<file path="src/rtl/adc_serial_out.sv">
module adc_serial_out #(
  parameter int W   = 16,
  parameter int DIV = 4
) (
  input  logic         clk,
  input  logic         rst,
  input  logic         hold_n,
  input  logic         ch_sel,
  input  logic         sck_mode,
  input  logic         out_mode,
  input  logic [W-1:0] sample_in,
  input  logic         sclk_in,
  output logic         sclk_out,
  output logic         sclk_oe,
  output logic         sdata,
  output logic         word_ch,
  output logic         busy
);
  localparam int CW = (W > 1) ? $clog2(W) : 1;
  localparam int PW = (DIV > 1) ? $clog2(DIV) : 1;

  logic          hold_q;
  logic [2:0]    sync;
  logic [PW-1:0] phase;
  logic [CW-1:0] bit_n;
  logic [W-1:0]  samp, res_word, shreg, cur_word;
  logic          conv_ch, res_ch, res_valid;

  wire free_run  = !sck_mode && !out_mode;
  wire pipe      = sck_mode && out_mode;
  wire post      = sck_mode && !out_mode;
  wire hold_fall = hold_q && !hold_n;
  wire start     = !busy && (free_run || hold_fall);
  wire slot_end  = busy && (phase == PW'(DIV-1));
  wire last      = slot_end && (bit_n == CW'(W-1));
  wire sh_fall   = sync[2] && !sync[1];
  wire load_pipe = pipe && start;
  wire load_post = post && last;

  always_ff @(posedge clk) begin
    if (rst) begin
      hold_q    <= 1'b1;
      sync      <= '1;
      busy      <= 1'b0;
      phase     <= '0;
      bit_n     <= '0;
      samp      <= '0;
      conv_ch   <= 1'b0;
      res_word  <= '0;
      res_ch    <= 1'b0;
      res_valid <= 1'b0;
    end else begin
      hold_q <= hold_n;
      sync   <= {sync[1:0], sclk_in};
      if (start) begin
        busy    <= 1'b1;
        phase   <= '0;
        bit_n   <= '0;
        samp    <= sample_in;
        conv_ch <= ch_sel;
      end else if (busy) begin
        phase <= phase + 1'b1;
        if (slot_end) bit_n <= bit_n + 1'b1;
        if (last) begin
          busy      <= 1'b0;
          res_word  <= samp;
          res_ch    <= conv_ch;
          res_valid <= 1'b1;
        end
      end
      if (load_pipe) res_valid <= 1'b0;
    end
  end

  always_ff @(posedge clk) begin
    if (rst) begin
      shreg   <= '1;
      word_ch <= 1'b0;
    end else if (load_pipe) begin
      shreg   <= res_valid ? res_word : '1;
      word_ch <= res_ch;
    end else if (load_post) begin
      shreg   <= samp;
      word_ch <= conv_ch;
    end else if (sck_mode && sh_fall) begin
      shreg <= {shreg[W-2:0], 1'b1};
    end
  end

  assign cur_word = samp << bit_n;
  assign sclk_oe  = !sck_mode;
  assign sclk_out = (!sck_mode && busy) ? phase[PW-1] : 1'b1;
  assign sdata    = sck_mode ? shreg[W-1] : (busy ? cur_word[W-1] : 1'b1);
endmodule


</file>
<file path="config.mk">
export PLATFORM = sky130hd
export DESIGN_NAME = adc_serial_out
export DESIGN_NICKNAME = d
export VERILOG_FILES = /design/src/rtl/adc_serial_out.sv
export SDC_FILE = /design/constraint.sdc
export NUM_CORES = 1
export LEC_CHECK = 0
export BUFFER_PORTS_ARGS = -buffer_cell sky130_fd_sc_hd__buf_4
export CORE_MARGIN = 2
export CORE_UTILIZATION = 58
export DETAILED_ROUTE_END_ITERATION = 7
export MAX_ROUTING_LAYER = met4
export PLACE_DENSITY_LB_ADDON = 0.15
export REMOVE_ABC_BUFFERS = 1
export SLEW_MARGIN = 30
export SYNTH_ARGS = -nofsm -noshare
export SYNTH_HDL_FRONTEND = slang
export SYNTH_SLANG_ARGS = --single-unit
</file>
<file path="constraint.sdc">
create_clock -name clk -period 2 [get_ports clk]
set_input_delay 0.2 -clock clk [delete_from_list [all_inputs] [get_ports clk]]
set_output_delay 0.2 -clock clk [all_outputs]
set_load 0.03 [all_outputs]
</file>
# == Yosys cells after proc, flatten, opt, wreduce, memory -nomap -nowiden ==
# Index checks and enable logic that the tools add are counted.
# classes
n_addsub,2
n_eq_ne,2
shifts,1
muxes,12
bitwise,1
reduce_logical,24
# ops
op,count
16-bit two-way mux,4
16-bit by 4-bit left shift with 16-bit output,1
1-bit logical AND,12
1-bit two-way mux,8
1-bit zero test,5
4-bit by 1-bit adder with 4-bit output (second input constant),1
4-bit equality test (second input constant),1
2-bit OR reduction,2
3-bit AND reduction,1
3-bit nonzero test,1
2-bit by 1-bit adder with 2-bit output (second input constant),1
2-bit equality test (second input constant),1
2-bit AND reduction,1
2-bit nonzero test,1
1-bit logical OR,1
1-bit inverter,1
# word_totals
register_bits,63
output_inout_bits,5
elab_cells,54

# == Logic depth before layout (Yosys ltp) ==
# depth
word_depth,6
mapped_depth,8

# == Worst setup path before layout ==
# No wires, ideal clock.
# synth_path
kind,register to register
start,register bit_n[1]
end,register busy
t_arrival_ns,1.641
slack_ns,0.232
path_stages_with_launch,9
period_less_slack_ns,1.768
cell_sequence,dfxtp_1 ha_1 and3_1 clkbuf_2 buf_2 nand3_2 buf_2 a21oi_1 nor2_1
# synth_via
elab_chain_len,5
# synth_rtl
element,line_no,text
start: declaration,25,logic [CW-1:0] bit_n;
start signal: assignment,63,if (slot_end) bit_n <= bit_n + 1'b1;
4-bit equality test,35,wire last = slot_end && (bit_n == CW'(W-1));
1-bit logical AND,35,
1-bit two-way mux,64,if (last) begin
1-bit two-way mux,61,end else if (busy) begin
1-bit two-way mux,55,if (start) begin
end signal: assignment,44,busy <= 1'b0;
end signal: assignment,56,busy <= 1'b1;
end signal: assignment,65,busy <= 1'b0;
end: declaration,17,output logic busy
# Every way passes these cells.
# A chain may end at the register's enable or synchronous reset.

# == Final worst setup path ==
# layout_path
start,register bit_n[0]
end,output sdata
# layout_via
elab_chain_len,3
# layout_rtl
element,line_no,text
16-bit by 4-bit left shift with 16-bit output,90,assign cur_word = samp << bit_n;
1-bit two-way mux (2 in a row),93,assign sdata = sck_mode ? shreg[W-1] : (busy ? cur_word[W-1] : 1'b1);
end: declaration,15,"output logic sdata,"
# Every way passes these cells.

==> summary.txt <==
Delay-heaviest family, CP -> multiplexers
Worst-path fanout max -> 6
1st-iter DRT viols -> 162
Die W -> 74.88 um
Worst-path clk slew -> 0.06 ns
Hold Buf Count CTS -> 0
Most numerous cell in the Yosys netlist -> dfxtp_1
Worst-Margin Slew -> 0.5975 ns
Rel. slew slack -> 60.17%
I/O Pins -> 28
Row count -> 25
Register bit total from synthesis -> 63
Slowest-stage cell, CP -> mux4_2
Vias/cell -> 5.880
Clk buf depth -> 2
Clk_lat worst skew -> 0.33 ns
First-pass DRT Iterations -> 4
Vias in the first global route -> 2333
Final slew viol count -> 0
Largest net degree at the start of global routing -> 59
Unrepaired setup endpoints after global routing -> true
# nets final -> 371
Ys flop type -> dfxtp_1
First-pass GRT wire length -> 11340 um
Ys async rst share -> 0%
Slowest cell delay on critical path -> 0.51 ns
Syn_area_per_cell -> 9.106 um^2
Crit Path Class -> reg2out
DPL Wire Length -> 4326 um
DRT antenna net count -> 0
VDD IR max -> 0.0006142 V
# diodes -> 0
DR WL/cell -> 16.41 um
CP Launch Type -> flip-flop
Switch share -> 24.41%
H-tree depth -> 3
Initial antenna violation count -> 0
WL final -> 6826 um
Area growth syn-to-layout -> 16.10%
Die area -> 5607 um^2
Tmin final -> 1.929 ns
Setup Viol. Count Final -> 0
Overall power -> 2.577 mW
Internal -> 1.948 mW
Leakage -> 1.361 nW
Yosys Warn Count -> 0
Max-cap violation count -> 0
Most frequent CP cell -> buf_6
Vias -> 2446
Hold crit path type -> in2reg
Comb pwr share -> 10.6%
Fmax -> 518.5 MHz
Sw power -> 0.6289 mW
Root buffer cell -> clkbuf_8
Gr ovfl total -> 0
DRC viols -> 0
Cells after Synth -> 320
Initial Utilization -> 60.89%
Synthesized area -> 2914 um^2
Cell taking the most area after synthesis -> dfxtp_1
Die H -> 74.88 um
Routability cong. -> 0.8668
Part of the cycle the worst path needs -> 96.44%
CP bufs+invs -> 2
Overall track demand over capacity in global routing -> 28.08%
Cts bufs inserted -> 9
Share of cells above drive strength 1 -> 24.64%
Outcome -> finished, final reports clean
Post-synth EDFFs -> 0
Post-synth top cells -> dfxtp_1, nor2_1, nand2_1
Top cell type's share of synthesized area -> 43.28%
Setup Skew -> 0.007023 ns
Largest cells by area after synthesis -> dfxtp_1, mux2i_1, nor2_1
Crit end category -> output port
Req. time, crit path -> 1.80 ns
Total clock sinks -> 63
Power Density -> 761.6 nW/um^2
Sequential Power Share -> 52.7%
Core area -> 4786 um^2
Layout fillers -> 416
Clk pwr share -> 36.7%
Worst path cell trace -> buf_6, mux4_2, nand3b_1, a41oi_2, buf_6
CTS tree -> built
Sequential share of the synthesized area -> 43.28%
Hold Vio Cnt, Final -> 0
Worst EP arrival -> 1.73 ns
IO buf count -> 27
Hold WS -> 0.04610 ns
Count of cell types in the netlist -> 36
## worst register-to-register path: stages, from the launching register on
cell and delay, ns:
dfxtp_1 0.48, ha_1 0.19, and3_1 0.25, nand2_4 0.06
buf_4 0.23, mux2i_1 0.17, a221o_1 0.29
## placed cells by master, fill, tap and decap left out, types with 2 or more instances in the layout
| master | instances |
|---|---|
| or2_2 | 5 |
| a211oi_1 | 15 |
| clkbuf_8 | 11 |
| nor2_1 | 42 |
| o31ai_2 | 10 |
| nand3_1 | 3 |
| nand3b_1 | 5 |
| mux2i_1 | 20 |
| xnor2_1 | 3 |
| inv_1 | 2 |
| a21oi_1 | 20 |
| nand2_1 | 38 |
| ha_1 | 2 |
| clkbuf_1 | 2 |
| dfxtp_1 | 61 |
| buf_6 | 2 |
| nor2b_1 | 2 |
| nand2b_1 | 3 |
| and4b_1 | 2 |
| dfxtp_2 | 2 |
| mux4_2 | 3 |
| and3_1 | 16 |
| o31ai_1 | 5 |
| a41oi_1 | 15 |
| buf_4 | 44 |
## routing by layer
| metal | GRT usage, % | part of all wire, % | vias up |
|---|---|---|---|
| met1 | 36.16 | 44 | 1167 |
| met2 | 42.98 | 50 | 77 |
| met4 | 10.32 | 0.89 | 0 |
| li1 | - | - | 1196 |
| met5 | - | 0 | - |
| met3 | 6.827 | 5.7 | 6 |
## kinds of logic (layout without fill, tap and decap cells)
kind of cell | after synthesis | in the layout | synth area share [%]
XOR/XNOR | 4 | 4 | 1.202
buffers and inverters | 33 | 62 | 5.753
multiplexers | 24 | 24 | 9.532
flip-flops | 63 | 63 | 43.28
AO/OA/AOI/OAI | 70 | 70 | 18.76
adder cells (fa/ha/maj) | 2 | 2 | 0.8586
AND/OR/NAND/NOR | 124 | 124 | 20.61
## what timing repair did
action | in CTS | in global routing
resized for setup | 3 | 5
pin swaps | 3 | 2
hold endpoints to repair | 0 | 0
buffers inserted | 4 | 0
setup endpoints to repair | 1 | 1
## state kept, by name, summed over array words and instances (netlist names)
register,cells
bit_n,4
busy,1
conv_ch,1
hold_q,1
phase,2
res_ch,1
res_valid,1
res_word,16
samp,16
shreg,16
sync,3
word_ch,1
## area by class of cell
cell class	count	area, um^2	area share (%)
clock buffers	13	158.9	4.697
clock inverters	1	5.005	0.1479
inverters	2	7.507	0.2219
multi-input cells	224	1511	44.67
flip-flops and latches	63	1264	37.35
well taps	67	83.83	2.478
repair buffers	46	352.8	10.43
## power groups by stage
stage | combinational [mW] | clock [mW] | sequential, mW
floorplan | 0.164 | 0 | 1.37
global placement | 0.263 | 0 | 1.38
detailed placement | 0.269 | 0 | 1.38
CTS | 0.271 | 0.963 | 1.36
global route | 0.301 | 1.01 | 1.36
finish | 0.273 | 0.945 | 1.36
## final timing paths
kind / start / end / slack [ns] / depth (start not counted)
min: sclk_in / sync[0] / 0.05 / 2
max: bit_n[0] / sdata / 0.07 / 5
min reg2reg: sync[0] / sync[1] / 0.42 / 1
max reg2reg: bit_n[1] / shreg[0] / 0.22 / 6
## stage by stage
stage	util [%]	cells	setup TNS (ns)	instance area (um^2)	setup slack, ns
after floorplan	-	289	-11.78	2754	-0.3482
after global placement	65.96	398	0	3157	0.2714
after detailed placement	65.96	398	0	3157	0.2396
after CTS	70.20	416	-0.01985	3359	-0.01985
after global routing	70.69	416	0	3383	0.01029
final	70.69	416	0	3383	0.07129
Power figures use the tool's default switching activity.
